File: src/rtl/msi_pkg.sv
package msi_pkg;
  typedef enum logic [1:0] {
    LN_INV = 2'b00,
    LN_SHR = 2'b01,
    LN_MOD = 2'b10
  } line_st_e;

  typedef enum logic [1:0] {
    SRC_LOCAL = 2'b00,
    SRC_MEM   = 2'b01,
    SRC_PEER  = 2'b10
  } src_e;

  // Result of one access: new requester state, new other state, response
  typedef struct packed {
    line_st_e req_nx;
    line_st_e oth_nx;
    logic     hit;
    src_e     src;
    logic     inval;
    logic     wb;
  } step_t;
endpackage

File: src/rtl/msi_arbiter.sv
module msi_arbiter #(
  parameter int N_PORTS = 2
) (
  input  logic               rst,
  input  logic [N_PORTS-1:0] req,
  output logic [N_PORTS-1:0] rdy,
  output logic [N_PORTS-1:0] gnt
);
  // Fixed priority: the lowest index wins.
  generate
    for (genvar i = 0; i < N_PORTS; i++) begin : g_port
      if (i == 0) begin : g_top
        assign rdy[i] = !rst;
      end else begin : g_low
        assign rdy[i] = !rst && !(|req[i-1:0]);
      end
      assign gnt[i] = req[i] && rdy[i];
    end
  endgenerate

  always_comb begin
    assert ($onehot0(gnt)) else $error("assert_onehot_grant_R9");
  end
endmodule

File: src/rtl/msi_step.sv
module msi_step
  import msi_pkg::*;
(
  input  line_st_e req_st,
  input  line_st_e oth_st,
  input  logic     is_wr,
  output step_t    nx
);
  always_comb begin
    nx.req_nx = req_st;
    nx.oth_nx = oth_st;
    nx.hit    = (req_st != LN_INV);
    nx.src    = SRC_LOCAL;
    nx.inval  = 1'b0;
    nx.wb     = 1'b0;
    if (!is_wr) begin
      if (req_st == LN_INV) begin
        nx.req_nx = LN_SHR;
        case (oth_st)
          LN_MOD: begin
            nx.src    = SRC_PEER;
            nx.wb     = 1'b1;
            nx.oth_nx = LN_SHR;
          end
          LN_SHR:  nx.src = SRC_PEER;
          default: nx.src = SRC_MEM;
        endcase
      end
    end else begin
      nx.req_nx = LN_MOD;
      nx.oth_nx = LN_INV;
      nx.inval  = (oth_st != LN_INV);
      if (req_st == LN_INV) begin
        nx.src = (oth_st == LN_INV) ? SRC_MEM : SRC_PEER;
        nx.wb  = (oth_st == LN_MOD);
      end
    end
  end
endmodule

File: src/rtl/msi_line_regs.sv
module msi_line_regs
  import msi_pkg::*;
(
  input  logic     clk,
  input  logic     rst,
  input  logic     take,
  input  logic     who,
  input  logic     is_wr,
  output line_st_e st0,
  output line_st_e st1,
  output logic     rv,
  output logic     rcore,
  output logic     rhit,
  output src_e     rsrc,
  output logic     rinval,
  output logic     rwb
);
  line_st_e req_st, oth_st;
  step_t    nx;
  logic     rwr;

  assign req_st = who ? st1 : st0;
  assign oth_st = who ? st0 : st1;

  msi_step u_step (
    .req_st(req_st),
    .oth_st(oth_st),
    .is_wr (is_wr),
    .nx    (nx)
  );

  always_ff @(posedge clk) begin
    if (rst) begin
      st0    <= LN_INV;
      st1    <= LN_INV;
      rv     <= 1'b0;
      rcore  <= 1'b0;
      rhit   <= 1'b0;
      rsrc   <= SRC_LOCAL;
      rinval <= 1'b0;
      rwb    <= 1'b0;
      rwr    <= 1'b0;
    end else begin
      rv <= take;
      if (take) begin
        if (who) begin
          st1 <= nx.req_nx;
          st0 <= nx.oth_nx;
        end else begin
          st0 <= nx.req_nx;
          st1 <= nx.oth_nx;
        end
        rcore  <= who;
        rhit   <= nx.hit;
        rsrc   <= nx.src;
        rinval <= nx.inval;
        rwb    <= nx.wb;
        rwr    <= is_wr;
      end
    end
  end

  assert_legal_joint_R2: assert property (@(posedge clk) disable iff (rst)
    (st0 != 2'b11) && (st1 != 2'b11) &&
    !(st0 == LN_MOD && st1 != LN_INV) && !(st1 == LN_MOD && st0 != LN_INV));

  assert_wb_from_dirty_R4: assert property (@(posedge clk) disable iff (rst)
    rv && rwb |-> ((rcore ? $past(st0) : $past(st1)) == LN_MOD));

  assert_read_hit_stable_R6: assert property (@(posedge clk) disable iff (rst)
    rv && rhit && !rwr |-> (st0 == $past(st0)) && (st1 == $past(st1)));

  assert_writer_owns_R7: assert property (@(posedge clk) disable iff (rst)
    rv && rwr |-> ((rcore ? st1 : st0) == LN_MOD) && ((rcore ? st0 : st1) == LN_INV));
endmodule

File: src/rtl/msi_pair_tracker.sv
module msi_pair_tracker
  import msi_pkg::*;
(
  input  logic       clk,
  input  logic       rst,
  input  logic       c0_valid,
  input  logic       c0_write,
  output logic       c0_ready,
  input  logic       c1_valid,
  input  logic       c1_write,
  output logic       c1_ready,
  output logic       resp_valid,
  output logic       resp_core,
  output logic       resp_hit,
  output logic [1:0] resp_src,
  output logic       resp_inval,
  output logic       resp_wb,
  output logic [1:0] state0,
  output logic [1:0] state1
);
  localparam int N_CORES = 2;

  logic [N_CORES-1:0] req, rdy, gnt;
  logic     take, who, is_wr;
  line_st_e st0, st1;
  src_e     rsrc;

  assign req = {c1_valid, c0_valid};

  msi_arbiter #(.N_PORTS(N_CORES)) u_arb (
    .rst(rst),
    .req(req),
    .rdy(rdy),
    .gnt(gnt)
  );

  assign c0_ready = rdy[0];
  assign c1_ready = rdy[1];
  assign take  = |gnt;
  assign who   = gnt[1];
  assign is_wr = gnt[1] ? c1_write : c0_write;

  msi_line_regs u_regs (
    .clk   (clk),
    .rst   (rst),
    .take  (take),
    .who   (who),
    .is_wr (is_wr),
    .st0   (st0),
    .st1   (st1),
    .rv    (resp_valid),
    .rcore (resp_core),
    .rhit  (resp_hit),
    .rsrc  (rsrc),
    .rinval(resp_inval),
    .rwb   (resp_wb)
  );

  assign resp_src = rsrc;
  assign state0   = st0;
  assign state1   = st1;

  assert_core0_first_R9: assert property (@(posedge clk) disable iff (rst)
    c0_valid && c1_valid |=> resp_valid && !resp_core);

  assert_resp_follows_R10: assert property (@(posedge clk) disable iff (rst)
    (c0_valid && c0_ready) || (c1_valid && c1_ready) |=> resp_valid);

  assert_no_spurious_resp_R10: assert property (@(posedge clk) disable iff (rst)
    !c0_valid && !c1_valid |=> !resp_valid);
endmodule

File: config.mk
export PLATFORM = sky130hd
export DESIGN_NAME = msi_pair_tracker
export DESIGN_NICKNAME = d
export VERILOG_FILES = /design/src/rtl/msi_pkg.sv /design/src/rtl/msi_arbiter.sv /design/src/rtl/msi_step.sv /design/src/rtl/msi_line_regs.sv /design/src/rtl/msi_pair_tracker.sv
export SDC_FILE = /design/constraint.sdc
export NUM_CORES = 1
export LEC_CHECK = 0
export BUFFER_PORTS_ARGS = -buffer_cell sky130_fd_sc_hd__buf_2
export CAP_MARGIN = 20
export CORE_UTILIZATION = 35
export CTS_BUF_LIST = sky130_fd_sc_hd__clkbuf_8
export DETAILED_ROUTE_END_ITERATION = 8
export HOLD_SLACK_MARGIN = 0.15
export PLACE_DENSITY_LB_ADDON = 0.3
export SLEW_MARGIN = 10
export SYNTH_ARGS = -nofsm -noshare
export SYNTH_HDL_FRONTEND = slang
export SYNTH_SLANG_ARGS = --single-unit
File: constraint.sdc
create_clock -name clk -period 1.84 [get_ports clk]
set_input_delay 0.368 -clock clk [delete_from_list [all_inputs] [get_ports clk]]
set_output_delay 0.368 -clock clk [all_outputs]
set_load 0.005 [all_outputs]
## After elaboration in Yosys (flattened, before gate mapping)

Cells that the tools add are included.

- Reductions and logical operators: 11
- Mux-type cells: 18
- Equal/unequal tests: 2

Operator list:

| cell | count |
|---|---|
| 2-bit two-way mux | 10 |
| 4-bit two-way mux | 2 |
| 1-bit two-way mux | 6 |
| 2-bit logical NOT | 2 |
| 2-bit nonzero test | 2 |
| 2-bit OR reduction | 2 |
| 1-bit logical AND | 3 |
| 2-bit by 1-bit == test with 1-bit output, second input constant | 1 |
| 2-bit == test, second input constant | 1 |
| 1-bit logical NOT | 2 |

- Output and inout port bits: 13
- Register bits: 11
- Input bits: 6

## Longest topological paths before layout

Gate-level depths: netlist of the first run.

- Depth in word-level cells: 9
- Mapped depth: 9
- Mapped depth without buffers: 7

## Hierarchy

A second synthesis of the first run with hierarchy kept.

- Cells, all modules: 70
- Area total of the unflattened synthesis: 670.6 sq um

Modules (own cells, without submodules):

| module | area an instance (sq um) | cells an instance | seq. area each (sq um) | instances |
|---|---|---|---|---|
| msi_line_regs | 479.2 | 44 | 220.2 | 1 |
| msi_step | 143.9 | 20 | 0.0 | 1 |
| msi_arbiter | 26.3 | 4 | 0.0 | 1 |
| msi_pair_tracker | 21.3 | 2 | 0.0 | 1 |

## Worst setup path after synthesis of the first run

No wires, ideal clock.

- Kind: input port to flip-flop
- From: input port c0_valid
- To: register u_regs.rsrc[1]
- Setup time: 96 ps
- Stages on the path: 8
- Required time: 1,744 ps
- Arrival: 1,817 ps
- Slack: -72 ps
- Buffers on the path: 2
- Cell sequence: buf_6 or3b_1 buf_6 mux2i_1 ha_1 a21oi_1 a21oi_1 o41ai_2

- Cells in the longest elaborated chain, start to end: 9

RTL lines:

| item | RTL line | RTL |
|---|---|---|
| from (decl) | msi_pair_tracker.sv:6 | `input logic c0_valid,` |
| 1-bit logical NOT | msi_arbiter.sv:15 | `assign rdy[i] = !rst && !(\|req[i-1:0]);` |
| 1-bit logical AND | msi_arbiter.sv:15 |  |
| 1-bit logical AND | msi_arbiter.sv:17 | `assign gnt[i] = req[i] && rdy[i];` |
| 2-bit two-way mux | msi_line_regs.sv:23 | `assign oth_st = who ? st0 : st1;` |
| 2-bit == test or 2-bit by 1-bit == test with 1-bit output (tied branches) | msi_step.sv:19 | `case (oth_st)` |
| 2-bit OR reduction (no source line) | -- |  |
| 2-bit two-way mux | msi_step.sv:19 |  |
| 2-bit two-way mux | msi_step.sv:17 | `if (req_st == LN_INV) begin` |
| 2-bit two-way mux | msi_step.sv:16 | `if (!is_wr) begin` |
| to (signal assigned) | msi_line_regs.sv:55 | `rsrc <= nx.src;` |
| to (decl) | msi_line_regs.sv:14 | `output src_e rsrc,` |

Parallel ways exist; a longest one is shown, timed or not.
A chain may end at the register's enable or synchronous reset.

## Final worst setup path of the first run

Ends and elaborated chain as after synthesis.

==> impl_metrics.py, run 1 <==
metrics = {
    "route": {
        "vias": 648,
        "drc": 1,
        "drtAntennaViolNets": 0,
        "via_per_inst": 5.68,
        "wl_per_cell_um": 13.9,
        "drt-pass1-iter-count": 6,
        "wl_um": 1580,
        "drt_iter0_drc": 21,
    },
    "final_layout": {
        "drive_above_1_share_pct": 33.7,
        "nNetsFinal": 106,
        "register_area_sq_um": 220,
        "multi_input_area_sq_um": 347,
        "post-route-cell-area_sq_um": 801,
        "final_cell_mix": "18 x buf_2, 11 x dfxtp_1, 10 x nor2_1",
        "diodes": 0,
        "layout_commonest_cell": "buf_2",
        "area_growth_pct": 30.9,
        "fill_cells": 154,
    },
    "synthesis": {
        "synthSimpleGateAreaFrac_pct": 25.4,
        "synthMuxAreaShare_pct": 6.54,
        "ys_types": 27,
        "synth_top_area_share_pct": 36.0,
        "synth_top_family_by_area": "simple AND/OR/NAND/NOR gates",
        "synth_warnings": 0,
        "synth_area_sq_um": 612,
        "syn_area_per_cell_sq_um": 8.50,
        "synth_top_area_cell": "dfxtp_1",
        "synth_compound_area_share_pct": 22.7,
        "synthTopCellsByArea": "dfxtp_1 36%, mux2i_1 6.5%, nor2_1 6.1%",
        "syn_inst": 72,
        "synth_fa_ha_area_share_pct": 2.04,
        "synth_xor_area_share_pct": 0,
        "seq_area_frac_synth_pct": 36.0,
        "ys_ff_latch": 11,
        "synth_fp_nets": 79,
    },
    "timing": {
        "slew_headroom_pct": 81.7,
        "setup_ws_ns": 0.161,
        "worst_hold_slack_ns": 0.455,
        "slew_violations": 0,
        "skew_ns": 0.000469,
        "setup_viol": 0,
        "fmax_ghz": 0.596,
        "worst-slew-pin-transition_ns": 0.266,
        "period_needed_ns": 1.68,
        "hold_viol": 0,
        "min_period_over_period_pct": 91.3,
        "rsz0062_at_grt": "false",
        "fin_tns_setup_ns": 0,
    },
    "grt": {
        "grt_usage_pct": 19.6,
        "grt_pass1_wl_um": 2680,
        "first_global_vias": 571,
        "grt_overflow_total": 0,
        "grt_max_degree": 13,
        "grt_antenna_before_repair": 0,
    },
    "placed_design": {
        "dpl-instance-area_sq_um": 756,
        "place_congestion": 0.823,
        "portBuffers": 18,
        "dp_slack_ns": -0.0696,
        "hpwl_um": 1160,
    },
    "worst_setup_path": {
        "path_max_fanout": 3,
        "crit_slowest_cell": "or3b_1",
        "critPathKind": "in -> reg",
        "cp_slowest_stage_delay_ns": 0.42,
        "crit_path_end_kind": "flip-flop",
        "cp_cell_sequence": "buf_2, or3b_1, nand2_1, nand2_1, ha_1, a21oi_1, a21oi_1, o41ai_2",
        "start_kind": "primary input",
        "ff2ff_path_depth": 5,
        "arrival_ns": 1.81,
        "crit_required_ns": 1.97,
    },
    "power_and_ir_drop": {
        "p_comb_share_pct": 19.4,
        "p_per_area_nw_per_um2": 789,
        "switching_share_pct": 27.2,
        "power.leakage_nw": 0.387,
        "p_total_mw": 0.631,
        "clockPowerShare_pct": 37.9,
        "p_sw_mw": 0.172,
        "vdd_drop_max_uv": 398,
        "p_seq_share_pct": 42.7,
        "p_int_mw": 0.460,
    },
    "cts": {
        "clock_latency_ns": 0.24,
        "max-clock-path-buffers": 2,
        "cts_resized": 0,
        "post_cts_buffers": 0,
        "cts_tree": "yes",
        "htreeDepth": 1,
        "cts_buffers": 3,
        "root_buffer": "clkbuf_8",
        "clk_pin_slew_worst_paths_ns": 0.05,
        "cts_sinks": 11,
        "postCtsHoldBufs": 0,
    },
    "run_status": {
        "violations": "design-rule violations",
        "status": "complete, but fails checks",
    },
    "floorplanning": {
        "die-height_um": 43.8,
        "pin_count": 19,
        "initial_utilization_pct": 38.8,
        "rows": 14,
        "core_sq_um": 1580,
        "die_w_um": 43.8,
        "die-area_sq_um": 1920,
    },
    "hold_path": {
        "min_path_cells": 1,
        "hp-class": "reg -> reg",
    },
    "job": {
        "drv_cap": 0,
    },
}
==> area by class of cell <==
cell class	instances	share of cell area (%)
inverter	3	1.41
multi-input combinational	53	43.3
sequential	11	27.5
clock buffer	3	5.16
clock inverter	1	0.469
tap	16	2.50
timing repair buffer	27	19.7
==> stage by stage <==
step	cells	util (%)
3_3_place_gp	110	47.9
3_5_place_dp	110	47.9
4_1_cts	114	50.8
6_report	114	50.8
2_1_floorplan	72	-
5_1_grt	114	50.8
==> routing by layer <==
layer / global-route usage, % / vias to the layer above / wire [um]
li1: - / 312 / -
met1: 25.1 / 293 / 698
met2: 26.9 / 32 / 666
met3: 4.58 / 11 / 117
met4: 17.5 / 0 / 98
met5: 0 / - / 0
==> Yosys cell counts (all sizes together) <==
library cell  number
o21a               1
nand3              1
a21oi              7
nand2b             1
a31oi              1
buf                2
nor3b              1
ha                 1
nand2              4
o21ai              4
clkbuf             3
a211oi             2
inv                3
or3b               1
nor3               5
o41ai              1
nor4b              2
nor2b              1
nand3b             2
nor2              10
a311oi             1
a32o               2
mux2i              4
dfxtp             11
o211a              1
==> kinds of logic after synthesis <==
| kind of cell | after synthesis |
|---|---|
| AND/OR/NAND/NOR | 28 |
| flip-flops | 11 |
| buffers and inverters | 8 |
| AO/OA/AOI/OAI | 20 |
| adder cells (fa/ha/maj) | 1 |
| multiplexers | 4 |
==> worst paths after layout <==
kind | start | end | slack, ns
max | c0_valid | u_regs.rsrc[1]$_SDFFE_PP0P_ | 0.16
min | u_regs.rcore$_SDFFE_PP0P_ | u_regs.rcore$_SDFFE_PP0P_ | 0.46
min reg2reg | u_regs.rcore$_SDFFE_PP0P_ | u_regs.rcore$_SDFFE_PP0P_ | 0.46
max reg2reg | u_regs.st1[0]$_SDFFE_PP0P_ | u_regs.rsrc[1]$_SDFFE_PP0P_ | 0.41
==> critical path, delay by kind of cell <==
kind                       cells  cell delay (ns)
AOI/OAI and AO/OA              3             0.47
adders and majority gates      1             0.29
buffers and inverters          1             0.10
and+or+nand+nor                3             0.57
==> power groups by stage <==
| stage | clock network (mW) | registers (mW) | logic [mW] |
|---|---|---|---|
| 6_report | 0.240 | 0.269 | 0.123 |
| 5_1_grt | 0.262 | 0.272 | 0.136 |
| 4_1_cts | 0.249 | 0.269 | 0.122 |
| 3_5_place_dp | 0 | 0.274 | 0.121 |
| 3_3_place_gp | 0 | 0.273 | 0.118 |
| 2_1_floorplan | 0 | 0.272 | 0.0713 |
==> state kept, by name, indices dropped and copies added (netlist names) <==
name	cells
u_regs.rv	1
u_regs.st0	2
u_regs.rcore	1
u_regs.rsrc	2
u_regs.st1	2
u_regs.rinval	1
u_regs.rhit	1
u_regs.rwb	1
(Power assumes the default switching activity.)
==> run 2: changes to the inputs <==
--- a/config.mk
+++ b/config.mk
@@ -5,6 +5,7 @@
 export SDC_FILE = /design/constraint.sdc
 export NUM_CORES = 1
 export LEC_CHECK = 0
+export ABC_AREA = 1
 export BUFFER_PORTS_ARGS = -buffer_cell sky130_fd_sc_hd__buf_2
 export CAP_MARGIN = 20
 export CORE_UTILIZATION = 35
==> run 2 against run 1 <==
The run now ends clean; synthesized cell count is 31% higher; worst setup slack better by 0.14 ns; total power is 1.6% higher; wire length is 7.5% lower; largest cell class unchanged; largest power group unchanged; highest routed layer unchanged.
==> impl_metrics.py, run 2 <==
metrics = {
    "run_status": {
        "status": "complete, no violations",
    },
    "timing": {
        "skew_ns": 0.00131,
        "fin_tns_setup_ns": 0,
        "fmax_ghz": 0.649,
        "hold_viol": 0,
        "rsz0062_at_grt": "false",
        "min_period_over_period_pct": 83.8,
        "slew_headroom_pct": 85.5,
        "period_needed_ns": 1.54,
        "slew_violations": 0,
        "worst-slew-pin-transition_ns": 0.216,
        "setup_viol": 0,
        "setup_ws_ns": 0.299,
    },
    "route": {
        "drt_iter0_drc": 9,
        "drtAntennaViolNets": 0,
        "vias": 645,
        "via_per_inst": 4.54,
        "wl_um": 1460,
        "wl_per_cell_um": 10.3,
        "drt-pass1-iter-count": 5,
        "drc": 0,
    },
    "floorplanning": {
        "die_w_um": 44.4,
        "initial_utilization_pct": 39.6,
        "core_sq_um": 1590,
        "die-height_um": 44.4,
        "pin_count": 19,
        "rows": 14,
        "die-area_sq_um": 1980,
    },
    "worst_setup_path": {
        "arrival_ns": 1.72,
        "r2r_setup_slack_ns": 0.36,
        "r2r_end": "u_regs.rsrc[1]$_SDFFE_PP0P_",
        "path_max_fanout": 8,
        "crit_path_end_kind": "flip-flop",
        "start_kind": "primary input",
        "ff2ff_path_depth": 9,
        "cp-startpoint": "rst",
        "critPathKind": "in -> reg",
        "crit_path_end": "u_regs.rsrc[1]$_SDFFE_PP0P_",
        "rr_startpoint": "u_regs.st0[1]$_SDFFE_PP0P_",
        "crit_required_ns": 2.02,
    },
    "final_layout": {
        "area_growth_pct": 27.4,
        "utilization_pct": 50.4,
        "diodes": 0,
        "final_cell_mix": "30 x nand2_1, 18 x buf_2, 13 x nand3_1",
        "drive_above_1_share_pct": 27.1,
        "top_regs": "u_regs.rsrc (2), u_regs.st0 (2), u_regs.st1 (2)",
        "layout_commonest_cell": "nand2_1",
        "nNetsFinal": 126,
    },
    "synthesis": {
        "synthMuxAreaShare_pct": 0,
        "synth_edf_count": 0,
        "synth_most_common_cell": "nand2_1",
        "synth_top_area_cell": "dfxtp_1",
        "synth_common_cells": "30 x nand2_1, 13 x nand3_1, 11 x dfxtp_1, 11 x inv_1, 7 x a21oi_1",
        "synth_top_area_share_pct": 34.9,
        "synth_top_family_by_area": "simple AND/OR/NAND/NOR gates",
        "synthSimpleGateAreaFrac_pct": 42.5,
        "syn_inst": 94,
        "synth_compound_area_share_pct": 9.92,
        "ys.flop_type": "dfxtp_1",
        "syn_area_per_cell_sq_um": 6.71,
        "ys_types": 19,
        "synthTopCellsByArea": "dfxtp_1 35%, nand2_1 18%, nand3_1 10%",
        "ys_ff_latch": 11,
        "synth_area_sq_um": 631,
        "async_flop_share_pct": 0,
        "seq_area_frac_synth_pct": 34.9,
        "synth_warnings": 0,
        "synth_xor_area_share_pct": 0,
        "synth_fp_nets": 101,
        "synth_fa_ha_area_share_pct": 1.98,
    },
    "grt": {
        "grt_usage_pct": 16.7,
        "first_global_vias": 561,
        "grt_antenna_before_repair": 0,
        "grt_pass1_wl_um": 2310,
        "grt_overflow_total": 0,
        "grt_max_degree": 9,
    },
    "power_and_ir_drop": {
        "p_sw_mw": 0.186,
        "clockPowerShare_pct": 38.2,
        "p_seq_share_pct": 41.4,
        "switching_share_pct": 28.9,
        "p_total_mw": 0.641,
        "p_comb_share_pct": 20.4,
        "power.leakage_nw": 0.459,
        "vdd_drop_max_uv": 476,
        "p_int_mw": 0.456,
        "p_per_area_nw_per_um2": 798,
    },
    "placed_design": {
        "portBuffers": 18,
        "dp_slack_ns": 0.0489,
        "hpwl_um": 1130,
        "place_congestion": 0.887,
    },
    "job": {
        "drv_cap": 0,
    },
    "cts": {
        "clk_pin_slew_worst_paths_ns": 0.05,
        "max-clock-path-buffers": 2,
        "cts_tree": "yes",
        "post_cts_buffers": 0,
        "clock_latency_ns": 0.24,
        "cts_buffers": 3,
        "cts_resized": 0,
        "htreeDepth": 1,
        "postCtsHoldBufs": 0,
        "cts_sinks": 11,
        "root_buffer": "clkbuf_8",
    },
    "hold_path": {
        "hp-start": "u_regs.rcore$_SDFFE_PP0P_",
        "hp-class": "reg -> reg",
    },
}
-- run 2: area by class of cell --
class | instances | area, sq um
well taps | 24 | 30.0
repair buffers | 22 | 120
flip-flops and latches | 11 | 220
inverters | 12 | 45.0
fillers | 168 | 791
clock inverters | 1 | 3.75
multi-input cells | 69 | 343
clock buffers | 3 | 41.3
-- run 2: per-stage QoR --
| stage | area [sq um] | instances | hold WS, ns |
|---|---|---|---|
| floorplan | 631 | 94 | 0.446 |
| global placement | 758 | 138 | 0.440 |
| detailed placement | 758 | 138 | 0.439 |
| CTS | 803 | 142 | 0.450 |
| global route | 803 | 142 | 0.475 |
| finish | 803 | 142 | 0.448 |
-- run 2: power by group through the flow --
stage	clock network, mW	logic, mW	registers (mW)
after floorplan	0	0.0823	0.272
after global placement	0	0.129	0.271
after detailed placement	0	0.131	0.271
after CTS	0.253	0.131	0.266
after global routing	0.264	0.146	0.268
final	0.245	0.131	0.266
-- run 2: per-layer routing --
metal | vias to the layer above | share of wire (%) | global-route usage [%]
met1 | 282 | 47 | 19.6
met3 | 4 | 3.8 | 4.90
met2 | 11 | 47 | 26.2
met4 | 0 | 2.0 | 10.9
met5 | - | 0 | 0
li1 | 348 | - | -
-- run 2: logic make-up (layout without fill, tap and decap cells) --
kind of cell | count (synthesis) | in the layout
adders and majority gates | 1 | 1
DFF | 11 | 11
and+or+nand+nor | 56 | 56
AOI/OAI and AO/OA | 12 | 12
buffers and inverters | 14 | 38
-- run 2: how the worst min path moves through the flow --
stage	to	cells past startpoint
4_1_cts	u_regs.rcore$_SDFFE_PP0P_	2
3_5_place_dp	u_regs.rcore$_SDFFE_PP0P_	2
6_report	u_regs.rcore$_SDFFE_PP0P_	2
3_3_place_gp	u_regs.rcore$_SDFFE_PP0P_	2
5_1_grt	u_regs.rcore$_SDFFE_PP0P_	2
2_1_floorplan	u_regs.rcore$_SDFFE_PP0P_	2
-- run 2: critical path: stages --
cell and delay (ns):
buf_2 0.13, nor2_8 0.17, nand2_4 0.09, o21ai_1 0.21, ha_1 0.26, or2_1 0.24, nand2_1 0.07, nand2_1 0.05
a21oi_1 0.11
==> run 3: changes to the inputs <==
==> constraint.sdc (replaced) <==
create_clock -name clk -period 1.3 [get_ports clk]
set_input_delay 0.26 -clock clk [delete_from_list [all_inputs] [get_ports clk]]
set_output_delay 0.26 -clock clk [all_outputs]
set_load 0.005 [all_outputs]
==> run 3 against run 2 <==
The run now ends with negative setup slack left; core utilization grew 16 points; register-to-register slack lost 0.34 ns; clock skew grew 0.0016 ns; sequential power grew 41%; largest power group unchanged.
==> impl_metrics.py, run 3 (synthesis results as in run 2) <==
metrics = {
    "run_status": {
        "status": "complete, but fails checks",
        "violations": "negative setup slack",
    },
    "route": {
        "wl_per_cell_um": 12.5,
        "drc": 0,
        "vias": 811,
        "drt-pass1-iter-count": 4,
        "via_per_inst": 5.07,
        "drtAntennaViolNets": 0,
        "wl_um": 2000,
        "drt_iter0_drc": 27,
    },
    "final_layout": {
        "final_cell_mix": "22 x nand2_1, 21 x buf_4, 16 x buf_2",
        "nNetsFinal": 144,
        "top_regs": "u_regs.rsrc (2), u_regs.st0 (2), u_regs.st1 (2)",
        "area_growth_pct": 67.1,
        "diodes": 0,
        "layout_commonest_cell": "nand2_1",
        "drive_above_1_share_pct": 55.9,
        "fill_cells": 129,
    },
    "cts": {
        "max-clock-path-buffers": 2,
        "clk_pin_slew_worst_paths_ns": 0.06,
        "clock_latency_ns": 0.24,
        "postCtsHoldBufs": 0,
        "cts_tree": "yes",
        "htreeDepth": 1,
        "cts_buffers": 3,
        "root_buffer": "clkbuf_8",
        "cts_sinks": 11,
    },
    "timing": {
        "fmax_ghz": 0.754,
        "fin_tns_setup_ns": -0.0452,
        "period_needed_ns": 1.33,
        "setup_ws_ns": -0.0257,
        "skew_ns": 0.00289,
        "rsz0062_at_grt": "true",
        "setup_viol": 2,
        "min_period_over_period_pct": 102,
        "worst-slew-pin-transition_ns": 0.187,
        "hold_viol": 0,
        "slew_violations": 0,
        "slew_headroom_pct": 87.5,
    },
    "grt": {
        "met2_usage_pct": 27.9,
        "grt_usage_pct": 19.4,
        "grt_use_met1_pct": 26.7,
        "grt_antenna_before_repair": 0,
        "grt_pass1_wl_um": 2770,
        "use_met3_pct": 5.31,
        "grt_max_degree": 7,
        "grt_busiest_layer": "met2",
        "grt_overflow_total": 0,
        "first_global_vias": 636,
    },
    "hold_path": {
        "min_path_cells": 3,
        "hp-class": "in -> reg",
    },
    "power_and_ir_drop": {
        "p_comb_share_pct": 28.9,
        "p_total_mw": 1.03,
        "p_seq_share_pct": 36.5,
        "vdd_drop_max_uv": 753,
        "clockPowerShare_pct": 34.5,
        "switching_share_pct": 31.1,
        "p_per_area_nw_per_um2": 975,
        "p_sw_mw": 0.320,
        "p_int_mw": 0.708,
        "power.leakage_nw": 0.565,
    },
    "worst_setup_path": {
        "start_kind": "primary input",
        "ff2ff_path_depth": 9,
        "crit_path_end_kind": "flip-flop",
        "path_max_fanout": 6,
        "critPathKind": "in -> reg",
        "crit_required_ns": 1.44,
        "arrival_ns": 1.46,
    },
    "floorplanning": {
        "rows": 14,
        "die-area_sq_um": 1980,
        "die_w_um": 44.4,
        "initial_utilization_pct": 39.6,
        "die-height_um": 44.4,
        "pin_count": 19,
        "core_sq_um": 1590,
    },
    "job": {
        "drv_cap": 0,
    },
    "placed_design": {
        "hpwl_um": 1250,
        "place_congestion": 0.832,
        "portBuffers": 18,
    },
}
==> run 3: cell types whose count changed in the layout (fill, tap and decap cells not counted), sizes merged <==
cell,before,now
buf,22,40
==> run 3: final cells by class <==
cell class              instances  area (sq um)  area share (%)
well taps                      24          30.0            2.85
repair buffers                 40           272            25.8
clock inverters                 1          3.75           0.356
multi-input cells              69           434            41.2
flip-flops and latches         11           225            21.4
clock buffers                   3          41.3            3.92
inverters                      12          47.5            4.51
==> run 3: worst max-delay path, stage by stage <==
cell     delay [ns]
buf_4          0.13
nor2_8         0.12
nand2_4        0.11
o21ai_4        0.21
buf_4          0.15
inv_1          0.05
o21ai_2        0.17
nand2_1        0.11
nand3_1        0.10
nand2_1        0.05
==> run 3: final timing paths <==
check	end	startpoint	slack, ns
worst max-delay path	u_regs.st0[1]$_SDFFE_PP0P_	c0_valid	-0.03
worst min-delay path	u_regs.st0[0]$_SDFFE_PP0P_	rst	0.32
worst max register to register	u_regs.st0[1]$_SDFFE_PP0P_	u_regs.st0[0]$_SDFFE_PP0P_	0.02
worst min register to register	u_regs.rcore$_SDFFE_PP0P_	u_regs.rcore$_SDFFE_PP0P_	0.45
==> run 3: power by group through the flow <==
stage	combinational [mW]	sequential (mW)	clock, mW
2_1_floorplan	0.122	0.385	0
3_3_place_gp	0.228	0.377	0
3_5_place_dp	0.231	0.378	0
4_1_cts	0.246	0.374	0.355
5_1_grt	0.324	0.379	0.372
6_report	0.297	0.376	0.355
==> run 3: per-stage QoR <==
stage	hold WS, ns	instances	util [%]	setup WS [ns]	cell area (sq um)
final	0.321	160	66.1	-0.0257	1050
after global routing	0.333	160	66.1	-0.103	1050
after CTS	0.414	156	59.8	-0.0326	953
after detailed placement	0.443	152	54.5	-0.323	868
after global placement	0.433	152	54.5	-0.248	868
after floorplan	0.429	94	-	-0.240	644
==> run 3: metal layers <==
layer,share of wire (%),vias to the layer above
li1,-,386
met1,44,374
met2,44,38
met3,6.7,13
met4,5.2,0
met5,0,-
==> run 3: timing repair <==
action                     CTS  global route
pin swaps                    3            12
setup buffers                0             4
resized for setup           11            25
cloned                       0             0
setup endpoints to repair    2             6
